**config.mk**
```make
export PLATFORM = sky130hd
export DESIGN_NAME = pm_event_ctrl
export DESIGN_NICKNAME = d
export VERILOG_FILES = /design/src/rtl/pm_evt_pkg.sv /design/src/rtl/pm_edge_detect.sv /design/src/rtl/pm_flag_bank.sv /design/src/rtl/pm_cfg_regs.sv /design/src/rtl/pm_event_ctrl.sv
export SDC_FILE = /design/constraint.sdc
export NUM_CORES = 1
export LEC_CHECK = 0
export BUFFER_PORTS_ARGS = -buffer_cell sky130_fd_sc_hd__buf_4
export CELL_PAD_IN_SITES_DETAIL_PLACEMENT = 1
export CELL_PAD_IN_SITES_GLOBAL_PLACEMENT = 1
export CORE_MARGIN = 2
export CORE_UTILIZATION = 35
export CTS_BUF_LIST = sky130_fd_sc_hd__clkbuf_4 sky130_fd_sc_hd__clkbuf_8
export DETAILED_ROUTE_END_ITERATION = 6
export PLACE_DENSITY = 0.9
export SLEW_MARGIN = 20
export SYNTH_ARGS = -nofsm -noshare
export SYNTH_HDL_FRONTEND = slang
export SYNTH_SLANG_ARGS = --single-unit
```
**constraint.sdc**
```tcl
create_clock -name clk -period 3.3 [get_ports clk]
set_input_delay 0.99 -clock clk [delete_from_list [all_inputs] [get_ports clk]]
set_output_delay 0.99 -clock clk [all_outputs]
set_load 0.01 [all_outputs]
```
**src/rtl/pm_evt_pkg.sv**
```systemverilog
package pm_evt_pkg;
    localparam int REG_W  = 16;
    localparam int ADDR_W = 4;

    localparam int B_TMR = 0;
    localparam int B_BM  = 4;
    localparam int B_GL  = 5;
    localparam int B_PWR = 8;
    localparam int B_RTC = 10;
    localparam int B_SCI_ON = 0;
    localparam int B_BM_ON  = 1;

    localparam logic [ADDR_W-1:0] OFS_FLAG = 4'h8;
    localparam logic [ADDR_W-1:0] OFS_MASK = 4'hA;
    localparam logic [ADDR_W-1:0] OFS_CTRL = 4'hC;

    localparam logic [REG_W-1:0] MASK_BITS = REG_W'((1 << B_TMR) | (1 << B_GL) | (1 << B_PWR) | (1 << B_RTC));
    localparam logic [REG_W-1:0] FLAG_BITS = MASK_BITS | REG_W'(1 << B_BM);
    localparam logic [REG_W-1:0] CTRL_BITS = REG_W'((1 << B_SCI_ON) | (1 << B_BM_ON));

    typedef struct packed {
        logic tmr;
        logic bm;
        logic gl;
        logic pwr;
        logic rtc;
    } evt_t;
endpackage

```
**src/rtl/pm_edge_detect.sv**
```systemverilog
module pm_edge_detect
    import pm_evt_pkg::*;
(
    input  logic clk,
    input  logic rst_n,
    input  logic tmr_msb,
    input  logic rtc_alarm,
    input  logic pwrbtn_n,
    input  logic working,
    input  logic bm_req,
    input  logic gl_release,
    output evt_t evt
);
    typedef struct packed {
        logic armed;
        logic tmr;
        logic rtc;
        logic pwr_n;
    } hist_t;

    hist_t h_d, h_q;

    always_comb begin
        h_d.armed = 1'b1;
        h_d.tmr   = tmr_msb;
        h_d.rtc   = rtc_alarm;
        h_d.pwr_n = pwrbtn_n;

        evt.tmr = h_q.armed & (tmr_msb ^ h_q.tmr);
        evt.rtc = h_q.armed & rtc_alarm & ~h_q.rtc;
        evt.pwr = h_q.armed & working & h_q.pwr_n & ~pwrbtn_n;
        evt.bm  = bm_req;
        evt.gl  = gl_release;
    end

    always_ff @(posedge clk or negedge rst_n) begin
        if (!rst_n) begin
            h_q <= '{armed: 1'b0, tmr: 1'b0, rtc: 1'b0, pwr_n: 1'b1};
        end else begin
            h_q <= h_d;
        end
    end
endmodule

```
**src/rtl/pm_flag_bank.sv**
```systemverilog
module pm_flag_bank
    import pm_evt_pkg::*;
(
    input  logic             clk,
    input  logic             rst_n,
    input  evt_t             evt,
    input  logic [REG_W-1:0] clr,
    output logic [REG_W-1:0] flags
);
    logic [REG_W-1:0] set_v;
    logic [REG_W-1:0] flag_d, flag_q;

    always_comb begin
        set_v        = '0;
        set_v[B_TMR] = evt.tmr;
        set_v[B_BM]  = evt.bm;
        set_v[B_GL]  = evt.gl;
        set_v[B_PWR] = evt.pwr;
        set_v[B_RTC] = evt.rtc;
        flag_d = ((flag_q & ~clr) | set_v) & FLAG_BITS;
    end

    always_ff @(posedge clk or negedge rst_n) begin
        if (!rst_n) flag_q <= '0;
        else        flag_q <= flag_d;
    end

    assign flags = flag_q;
endmodule

```
**src/rtl/pm_cfg_regs.sv**
```systemverilog
module pm_cfg_regs
    import pm_evt_pkg::*;
(
    input  logic              clk,
    input  logic              rst_n,
    input  logic              reg_wr,
    input  logic [ADDR_W-1:0] reg_addr,
    input  logic [REG_W-1:0]  reg_wdata,
    output logic [REG_W-1:0]  mask,
    output logic [REG_W-1:0]  ctrl
);
    typedef struct packed {
        logic [REG_W-1:0] mask;
        logic [REG_W-1:0] ctrl;
    } cfg_t;

    cfg_t c_d, c_q;

    always_comb begin
        c_d = c_q;
        if (reg_wr && reg_addr == OFS_MASK) c_d.mask = reg_wdata & MASK_BITS;
        if (reg_wr && reg_addr == OFS_CTRL) c_d.ctrl = reg_wdata & CTRL_BITS;
    end

    always_ff @(posedge clk or negedge rst_n) begin
        if (!rst_n) c_q <= '0;
        else        c_q <= c_d;
    end

    assign mask = c_q.mask;
    assign ctrl = c_q.ctrl;
endmodule

```
**src/rtl/pm_event_ctrl.sv**
```systemverilog
module pm_event_ctrl
    import pm_evt_pkg::*;
(
    input  logic              clk,
    input  logic              rst_n,
    input  logic              reg_wr,
    input  logic [ADDR_W-1:0] reg_addr,
    input  logic [REG_W-1:0]  reg_wdata,
    output logic [REG_W-1:0]  reg_rdata,
    input  logic              tmr_msb,
    input  logic              rtc_alarm,
    input  logic              pwrbtn_n,
    input  logic              working,
    input  logic              bm_req,
    input  logic              gl_release,
    output logic              sci
);
    evt_t             evt;
    logic [REG_W-1:0] clr;
    logic [REG_W-1:0] flag_q;
    logic [REG_W-1:0] mask_q;
    logic [REG_W-1:0] ctrl_q;
    logic [REG_W-1:0] gate;

    pm_edge_detect u_edge (
        .clk(clk), .rst_n(rst_n),
        .tmr_msb(tmr_msb), .rtc_alarm(rtc_alarm), .pwrbtn_n(pwrbtn_n),
        .working(working), .bm_req(bm_req), .gl_release(gl_release),
        .evt(evt)
    );

    assign clr = (reg_wr && reg_addr == OFS_FLAG) ? reg_wdata : '0;

    pm_flag_bank u_flags (
        .clk(clk), .rst_n(rst_n), .evt(evt), .clr(clr), .flags(flag_q)
    );

    pm_cfg_regs u_cfg (
        .clk(clk), .rst_n(rst_n), .reg_wr(reg_wr), .reg_addr(reg_addr),
        .reg_wdata(reg_wdata), .mask(mask_q), .ctrl(ctrl_q)
    );

    always_comb begin
        case (reg_addr)
            OFS_FLAG: reg_rdata = flag_q;
            OFS_MASK: reg_rdata = mask_q;
            OFS_CTRL: reg_rdata = ctrl_q;
            default:  reg_rdata = '0;
        endcase
    end

    always_comb begin
        gate       = mask_q;
        gate[B_BM] = ctrl_q[B_BM_ON];
        sci        = ctrl_q[B_SCI_ON] & |(flag_q & gate);
    end
endmodule


```
-- After elaboration in Yosys (flattened, before gate mapping)
Cells that the tools add are included.
- register bits: 15
- output and inout bits: 17
- word-level logic and storage cells: 30
- equal/unequal tests: 3
- multiplexer cells: 2
- bitwise gates (word level): 14
- reduce and logical (&&, ||, !) cells: 4
- operators by type and width (cell ; count):
    11-bit case mux with 3 select lines ; 1
    11-bit AND ; 2
    16-bit OR reduction ; 1
    4-bit equality test (second input constant) ; 3
    11-bit two-way mux ; 1
    11-bit inverter ; 1
    11-bit OR ; 1
    1-bit AND ; 7
    1-bit logical AND ; 3
    1-bit inverter ; 2
    1-bit XOR ; 1

-- Logic depth before layout (Yosys ltp)
Gate-level depths: netlist of run 1.
- depth after elaboration: 6
- depth in mapped cells: 5
- gate-level depth less buffers: 3

-- Hierarchy
From an unflattened synthesis of run 1, not the netlist that was laid out.
- cells, all modules: 166
- area, all modules: 1460.2 um2
- modules (own cells, without submodules) (module ; instances ; cells each ; area an instance (um2) ; seq. area each (um2)):
    pm_event_ctrl ; 1 ; 85 ; 571.8 ; 0.0
    pm_cfg_regs ; 1 ; 42 ; 467.9 ; 150.1
    pm_flag_bank ; 1 ; 27 ; 267.8 ; 125.1
    pm_edge_detect ; 1 ; 12 ; 152.6 ; 101.3

-- Least setup slack after synthesis of run 1
No wires, ideal clock.
- path type: input -> output
- start: in reg_addr[2]
- end: out reg_rdata[4]
- arrival time: 1822 ps
- data required time: 2310 ps
- setup slack: 488 ps
- cell stages on the path: 3
- cells stage by stage: or3b_1 -> buf_6 -> nor3b_1
- longest elaborated chain between the ends: 2
- RTL lines (element ; line ; source):
    from (decl) ; pm_event_ctrl.sv:7 ; input logic [ADDR_W-1:0] reg_addr,
    4-bit equality test ; pm_event_ctrl.sv:44 ; case (reg_addr)
    11-bit case mux with 3 select lines * ; pm_event_ctrl.sv:44 ;
    to (decl) ; pm_event_ctrl.sv:9 ; output logic [REG_W-1:0] reg_rdata,
Mark *: on every way between the ends. The rest lies on a longest branch, timed or not.

-- Worst setup path after layout of run 1
Same ends and word-level chain as after synthesis.

==> out/qor.yml, run 1 <==
hold_depth: 1
period_minus_slack_ns: 3.01
cts_buffers: 3
ctsRootBufferMaster: "clkbuf_4"
setup_violations: 0
synth_area_per_cell_um2: 10.8
finalWirelength_um: 1710
cts_tree: "built"
synth_area_leaders: "dfrtp_1 43%, buf_4 9.3%, mux2_4 7.4%, mux2i_1 4.9%, dfstp_2 3.2%"
postCtsHoldBufs: 0
dp_hpwl_um: 1370
clk_latency_ns: 0.28
whs_endpoint: "u_flags.flags[10]"
vias: 595
pre_cts_ws_ns: 0.275
fin_tns_setup_ns: 0
n_fill_cell: 262
relSlewSlack_pct: 67.2
path_cells: "buf_4 > or3b_1 > nor3b_1 > buf_4"
crit_buf_inv: 2
drtIter0Drc: 3
synth_cell_types: 25
grt_pass1_wl_um: 2740
final_nets: 130
clkTransAtPathRegs_ns: 0.09
status: "finished, final reports clean"
max_cap_viol_count: 0
fin_crit_sh_pct: 91.1
worstPathMaxFanout: 10
whs_ns: 0.447
rsz0062_at_grt: "no"
max_stage_delay_ns: 0.53
leakagePower_nw: 0.482
place_inst: 124
row_count: 17
path_delay_family: "simple AND/OR/NAND/NOR gates"
htreeDepth: 1
crit_required_ns: 2.31
layout_commonest_cell: "buf_4"
start_util_pct: 37.0
area_growth_pct: 22.9
hp-start: "u_edge.h_q[1]"
r2r-start: "u_cfg.mask[0]"
worst_pin_slew_ns: 0.485
mostFrequentLayoutCells: "25 x buf_4, 14 x dfrtp_1, 11 x conb_1, 7 x nand2_1"
io_buffers: 25
grt_pass1_vias: 626
r2r_slack_ns: 2.50
ir_worst_vdd_v: 0.000240
finalWorstSetupSlack_ns: 0.294
die_y_um: 52.1
synth_area_leader_cell: "dfrtp_1"
die_w_um: 52.1
worstPathArrival_ns: 2.02
rr_worst_depth: 1
ys_seq_elements: 15
clockBufferDepth: 2
worstSetupPathType: "input pin to output port"
grt.total_usage_pct: 13.5
crit_cells: 4
finClkSkew_ns: 0.00324
diodes: 0
grt_max_degree: 16
yosys.area.top_type_share_pct: 43.3
hold_viol_final: 0
finalNonFillerCells: 128
seq_area_frac_synth_pct: 46.5
hold_class: "flip-flop to flip-flop"
grt_antenna_before_repair: 0
critPathSlowestCell: "or3b_1"
postCtsSetupBuffers: 0
die_area_mm2: 0.00271
coreArea_mm2: 0.00219
r2r-end: "u_cfg.mask[0]"
synth_area_um2: 810
drtPass1Iterations: 5
power.density_mw_per_mm2: 439
start_kind: "input pin"
wl_per_cell_um: 13.3
endpoint_kind: "output port"
io_pins: 46
gp_congestion: 0.726
cts_resized: 0
drive_gt1_share_pct: 36.0
ant_nets: 0
max_clock_freq_mhz: 333
crit_top_cell: "buf_4"
overflow: 0
avgViaCountPerCell: 4.65
cts.sinks: 15
slew_violations: 0
synthCells: 75
yosys_warnings: 0
drc_errors: 0
==> area by class of cell <==
type                            instances  area [um2]  area share, %
Clock buffer                            4        30.0           3.02
Inverter                                2        7.51          0.755
Multi-Input combinational cell         54         358           36.0
Sequential cell                        15         377           37.9
Tap cell                               28        35.0           3.52
Timing Repair Buffer                   25         188           18.9
==> through the flow <==
step	utilization [%]	instance area, um2	total power (W)
global route	45.4	995	0.000460
global placement	44.0	965	0.000320
CTS	45.4	995	0.000441
detailed placement	44.0	965	0.000328
finish	45.4	995	0.000437
floorplan	-	843	0.000291
==> sequential cells by signal (all words and copies together) (netlist names) <==
name           flops
u_cfg.ctrl         2
u_edge.h_q         4
u_flags.flags      5
u_cfg.mask         4
==> where the power goes <==
group / leakage (nW) / internal (W) / switching [W]
clock network: 0.0184 / 0.0000551 / 0.0000578
registers: 0.166 / 0.000208 / 0.0000197
logic: 0.298 / 0.0000560 / 0.0000402
==> worst max-delay path by stage <==
stage | slack (ns) | end | startpoint
after detailed placement | 0.27 | reg_rdata[0] | reg_addr[2]
after floorplan | 0.49 | reg_rdata[4] | reg_addr[2]
after global placement | 0.26 | reg_rdata[4] | reg_addr[2]
after CTS | 0.28 | reg_rdata[0] | reg_addr[2]
final | 0.29 | reg_rdata[4] | reg_addr[2]
after global routing | 0.23 | reg_rdata[0] | reg_addr[2]
==> synthesized netlist by cell type <==
master,n
a21boi_0,1
a222oi_1,1
a22oi_1,1
a31oi_1,2
and2_1,1
buf_4,10
buf_6,2
clkbuf_1,1
conb_1,2
dfrtp_1,14
dfstp_2,1
inv_1,2
mux2_2,2
mux2_4,4
mux2i_1,4
nand2_1,7
nand3b_1,3
nand4b_1,1
nor2_1,5
nor3b_1,2
nor4bb_1,1
o21ai_0,5
or2_1,1
or3b_1,1
xor2_1,1
==> metal layers <==
layer	vias up	GRT usage, %	wire length [um]
met4	0	3.95	8
li1	283	-	-
met5	-	0	0
met3	2	2.59	103
met1	287	17.4	704
met2	23	23.0	891
==> kinds of logic (layout without fill, tap and decap cells) <==
kind of cell	count (synthesis)	count (layout)	share of synthesized area (%)
xor+xnor	1	1	1.08
flops	15	15	46.5
simple gates	22	22	15.1
buf+inv	15	31	13.4
mux	10	10	15.1
other cells	2	11	0.928
compound gates	10	10	7.73
Power figures use the tool's default switching activity.
==> inputs of run 2 (changes only) <==
CORE_MARGIN = default   (was 2)
==> out/qor.yml, run 2 (synthesized netlist as in run 1, its figures left out) <==
status: "finished, final reports clean"  # unchanged
seq_area_um2: 377  # unchanged
crit_top_cell: "buf_4"  # unchanged
drtIter0Drc: 3  # unchanged
hold_class: "flip-flop to flip-flop"  # unchanged
start_kind: "input pin"  # unchanged
cts_tree: "built"  # unchanged
p_sw_w: 0.000122  # was 0.000118 W
p_int_w: 0.000320  # was 0.000319 W
whs_ns: 0.460  # was 0.447 ns
grt_pass1_wl_um: 2950  # was 2740 um
p_sw_share_pct: 27.6  # was 26.9%
grt_pass1_vias: 659  # was 626
worstPathMaxFanout: 10  # unchanged
start_util_pct: 37.0  # unchanged
io_buffers: 25  # unchanged
worstPathArrival_ns: 2.03  # was 2.02 ns
worst_pin_slew_ns: 0.557  # was 0.485 ns
path_delay_family: "simple AND/OR/NAND/NOR gates"  # unchanged
final_nets: 130  # unchanged
endpoint_kind: "output port"  # unchanged
postCtsHoldBufs: 0  # unchanged
io_pins: 46  # unchanged
coreArea_mm2: 0.00219  # unchanged
period_minus_slack_ns: 3.02  # was 3.01 ns
htreeDepth: 1  # unchanged
multiInputGateArea_um2: 358  # unchanged
drc_errors: 0  # unchanged
power.density_mw_per_mm2: 444  # was 439 mW/mm2
die_y_um: 50.1  # was 52.1 um
ant_nets: 0  # unchanged
clockPowerShare_pct: 26.7  # was 25.8%
clockBufferDepth: 2  # unchanged
critPathSlowestCell: "or3b_1"  # unchanged
clk_latency_ns: 0.30  # was 0.28 ns
largest_reg_flops: 5  # unchanged
row_count: 17  # unchanged
grt.total_usage_pct: 16.1  # was 13.5%
grt_antenna_before_repair: 0  # unchanged
fin_crit_sh_pct: 91.6  # was 91.1%
die_w_um: 50.1  # was 52.1 um
rsz0062_at_grt: "no"  # unchanged
crit_required_ns: 2.31  # about the same
layout_commonest_cell: "buf_4"  # unchanged
clkTransAtPathRegs_ns: 0.09  # about the same
power.share.sequential_pct: 51.4  # was 52.1%
mostFrequentLayoutCells: "25 x buf_4, 14 x dfrtp_1, 11 x conb_1, 7 x nand2_1"  # unchanged
postCtsSetupBuffers: 0  # unchanged
max_cap_viol_count: 0  # unchanged
pwr-share-comb_pct: 21.9  # was 22.0%
hold_viol_final: 0  # unchanged
cts.sinks: 15  # unchanged
diodes: 0  # unchanged
setup_violations: 0  # unchanged
placed_cell_area_um2: 965  # unchanged
dp_hpwl_um: 1360  # was 1370 um
n_fill_cell: 260  # was 262
ir_worst_vdd_v: 0.000293  # was 0.000240 V
finalWirelength_um: 1790  # was 1710 um
max_clock_freq_mhz: 331  # was 333 MHz
cts_buffers: 3  # unchanged
fin_area_um2: 995  # unchanged
cts_resized: 0  # unchanged
worstSetupPathType: "input pin to output port"  # unchanged
drive_gt1_share_pct: 36.0  # unchanged
fin_tns_setup_ns: 0  # unchanged
slew_violations: 0  # unchanged
overflow: 0  # unchanged
wl_per_cell_um: 13.9  # was 13.3 um
relSlewSlack_pct: 62.4  # was 67.2%
die_area_mm2: 0.00251  # was 0.00271 mm2
ctsRootBufferMaster: "clkbuf_4"  # unchanged
max_stage_delay_ns: 0.52  # was 0.53 ns
finClkSkew_ns: 0.00434  # was 0.00324 ns
leakagePower_nw: 0.482  # unchanged
gp_congestion: 0.734  # was 0.726
drtPass1Iterations: 4  # was 5
grt_max_degree: 16  # unchanged
avgViaCountPerCell: 4.68  # was 4.65
area_growth_pct: 22.9  # unchanged
path_cells: "buf_4 > or3b_1 > nor3b_1 > buf_4"  # unchanged
crit_buf_inv: 2  # unchanged
vias: 599  # was 595
run 2: cell counts in the layout (fill, tap and decap cells not counted):
No cell type changed its count.
run 2: path summary, 6_finish.rpt:
path | start | to | slack (ns) | cells after the start
worst max-delay path | reg_addr[2] | reg_rdata[4] | 0.28 | 4
worst min-delay path | u_edge.h_q[1] | u_flags.flags[10] | 0.46 | 1
worst max register to register | u_cfg.ctrl[1] | u_cfg.ctrl[1] | 2.52 | 1
worst min register to register | u_edge.h_q[1] | u_flags.flags[10] | 0.46 | 1
max in group asynchronous | rst_n | u_edge.h_q[0] | 2.52 | 1
min in group asynchronous | rst_n | u_flags.flags[8] | 0.53 | 1
run 2: power by group through the flow:
| stage | logic [W] | clock network (W) | registers [W] |
|---|---|---|---|
| after floorplan | 0.0000667 | 0 | 0.000224 |
| after global placement | 0.0000924 | 0 | 0.000227 |
| after detailed placement | 0.0000971 | 0 | 0.000231 |
| after CTS | 0.0000980 | 0.000119 | 0.000228 |
| after global routing | 0.000107 | 0.000129 | 0.000230 |
| final | 0.0000967 | 0.000118 | 0.000227 |
run 2: cell type report:
| class | count | share of cell area [%] |
|---|---|---|
| clock buffers | 4 | 3.02 |
| inverters | 2 | 0.755 |
| multi-input cells | 54 | 36.0 |
| flip-flops and latches | 15 | 37.9 |
| well taps | 28 | 3.52 |
| repair buffers | 25 | 18.9 |
run 2: stage by stage:
| step | std cells | utilization [%] | power [W] | setup slack, ns |
|---|---|---|---|---|
| final | 128 | 45.4 | 0.000442 | 0.278 |
| after global routing | 128 | 45.4 | 0.000466 | 0.195 |
| after CTS | 128 | 45.4 | 0.000445 | 0.271 |
| after detailed placement | 124 | 44.0 | 0.000328 | 0.289 |
| after global placement | 124 | 44.0 | 0.000320 | 0.261 |
| after floorplan | 84 | - | 0.000291 | 0.488 |
run 2: metal layers:
layer  routed length, um  up-vias  part of all wire, %  global-route usage [%]
met4                  29        0                  1.6                    8.57
met2                 932       25                   52                    27.8
met1                 704      289                   39                    17.8
met3                 118        3                  6.6                    4.01
met5                   0        -                    0                       0
li1                    -      282                    -                       -
==> inputs of run 3 (changes only) <==
CAP_MARGIN = 40   (was default)
PLACE_DENSITY = default   (was 0.9)
PLACE_DENSITY_LB_ADDON = 0.1   (was default)
==> out/qor.yml, run 3 (synthesized netlist as in run 1, its figures left out) <==
pre_cts_ws_ns: 0.257  # was 0.289 ns
avgViaCountPerCell: 4.61  # was 4.68
htreeDepth: 1  # unchanged
cts_tree: "built"  # unchanged
hold_class: "flip-flop to flip-flop"  # unchanged
n_fill_cell: 269  # was 260
endpoint_kind: "output port"  # unchanged
drtIter0Drc: 8  # was 3
finalWorstSetupSlack_ns: 0.297  # was 0.278 ns
startpoint: "reg_addr[2]"  # unchanged
start_kind: "input pin"  # unchanged
die_w_um: 50.1  # unchanged
place_inst: 124  # unchanged
finClkSkew_ns: 0.00323  # was 0.00434 ns
max_cap_viol_count: 0  # unchanged
period_minus_slack_ns: 3.00  # was 3.02 ns
worstPathMaxFanout: 10  # unchanged
row_count: 17  # unchanged
finalWirelength_um: 1580  # was 1790 um
dp_hpwl_um: 1220  # was 1360 um
crit_required_ns: 2.31  # about the same
ant_nets: 0  # unchanged
finalNonFillerCells: 128  # unchanged
die_area_mm2: 0.00251  # unchanged
cts_resized: 0  # unchanged
clockBufferDepth: 2  # unchanged
overflow: 0  # unchanged
gp_congestion: 0.725  # was 0.734
placed_cell_area_um2: 965  # unchanged
fin_area_um2: 995  # unchanged
drc_errors: 0  # unchanged
die_y_um: 50.1  # unchanged
hold_viol_final: 0  # unchanged
r2r_slack_ns: 2.52  # about the same
layout_commonest_cell: "buf_4"  # unchanged
multiInputGateArea_um2: 358  # unchanged
mostFrequentLayoutCells: "25 x buf_4, 14 x dfrtp_1, 11 x conb_1, 7 x nand2_1"  # unchanged
postCtsHoldBufs: 0  # unchanged
fin_crit_sh_pct: 91.0  # was 91.6%
vias: 590  # was 599
slew_violations: 0  # unchanged
leakagePower_nw: 0.482  # unchanged
diodes: 0  # unchanged
io_buffers: 25  # unchanged
area_growth_pct: 22.9  # unchanged
largest_reg_flops: 5  # unchanged
grt_max_degree: 16  # unchanged
rr_worst_depth: 1  # unchanged
drtPass1Iterations: 4  # unchanged
coreArea_mm2: 0.00219  # unchanged
seq_area_um2: 377  # unchanged
worstSetupPathType: "input pin to output port"  # unchanged
io_pins: 46  # unchanged
rsz0062_at_grt: "no"  # unchanged
highest_layer: "met4"  # unchanged
r2r-start: "u_cfg.mask[0]"  # was u_cfg.ctrl[1]
drive_gt1_share_pct: 36.0  # unchanged
endpoint: "reg_rdata[4]"  # unchanged
grt.total_usage_pct: 15.3  # was 16.1%
postCtsSetupBuffers: 0  # unchanged
wl_met1_um: 732  # was 704 um
met3_length_um: 69  # was 118 um
route.met2.wl_um: 765  # was 932 um
wl_per_cell_um: 12.3  # was 13.9 um
ir_worst_vdd_v: 0.000266  # was 0.000293 V
cts_buffers: 3  # unchanged
ctsRootBufferMaster: "clkbuf_4"  # unchanged
status: "finished, final reports clean"  # unchanged
grt_pass1_vias: 617  # was 659
start_util_pct: 37.0  # unchanged
grt_antenna_before_repair: 0  # unchanged
max_clock_freq_mhz: 333  # was 331 MHz
clkTransAtPathRegs_ns: 0.08  # was 0.09 ns
worstPathArrival_ns: 2.01  # was 2.03 ns
power.density_mw_per_mm2: 434  # was 444 mW/mm2
grt_pass1_wl_um: 2840  # was 2950 um
cts.sinks: 15  # unchanged
final_nets: 130  # unchanged
fin_tns_setup_ns: 0  # unchanged
setup_violations: 0  # unchanged
clk_latency_ns: 0.27  # was 0.30 ns
r2r-end: "u_cfg.mask[0]"  # was u_cfg.ctrl[1]
## run 3: metal layers
metal	track usage [%]	vias up
met5	0	-
met4	5.71	0
met3	1.85	2
met2	24.7	18
met1	20.7	284
li1	-	286
## run 3: how the worst min path moves through the flow
| stage | slack [ns] | endpoint | depth (start not counted) | from |
|---|---|---|---|---|
| 2_1_floorplan | 0.41 | u_flags.flags[10] | 1 | u_edge.h_q[1] |
| 3_5_place_dp | 0.43 | u_flags.flags[10] | 1 | u_edge.h_q[1] |
| 6_report | 0.43 | u_flags.flags[10] | 1 | u_edge.h_q[1] |
| 4_1_cts | 0.44 | u_flags.flags[10] | 1 | u_edge.h_q[1] |
| 3_3_place_gp | 0.42 | u_flags.flags[10] | 1 | u_edge.h_q[1] |
| 5_1_grt | 0.46 | u_flags.flags[10] | 1 | u_edge.h_q[1] |
## run 3: critical path, cell delays in order
cell and delay, ns:
buf_4 0.11, or3b_1 0.52, nor3b_1 0.23, buf_4 0.15
## run 3: area by class of cell
| class | instances | share of cell area, % |
|---|---|---|
| repair buffers | 25 | 18.9 |
| inverters | 2 | 0.755 |
| clock buffers | 4 | 3.02 |
| flip-flops and latches | 15 | 37.9 |
| well taps | 28 | 3.52 |
| multi-input cells | 54 | 36.0 |
## run 3: per-stage QoR
stage / utilization, % / hold slack, ns / power (W)
after floorplan: - / 0.410 / 0.000291
after global placement: 44.0 / 0.419 / 0.000322
after detailed placement: 44.0 / 0.432 / 0.000325
after CTS: 45.4 / 0.445 / 0.000440
after global routing: 45.4 / 0.463 / 0.000458
final: 45.4 / 0.434 / 0.000432
## run 3: power breakdown
| part | switching, W | internal, W | total [W] |
|---|---|---|---|
| registers | 0.0000185 | 0.000208 | 0.000227 |
| clock network | 0.0000559 | 0.0000550 | 0.000111 |
| logic | 0.0000380 | 0.0000559 | 0.0000939 |
| total | 0.000112 | 0.000319 | 0.000432 |
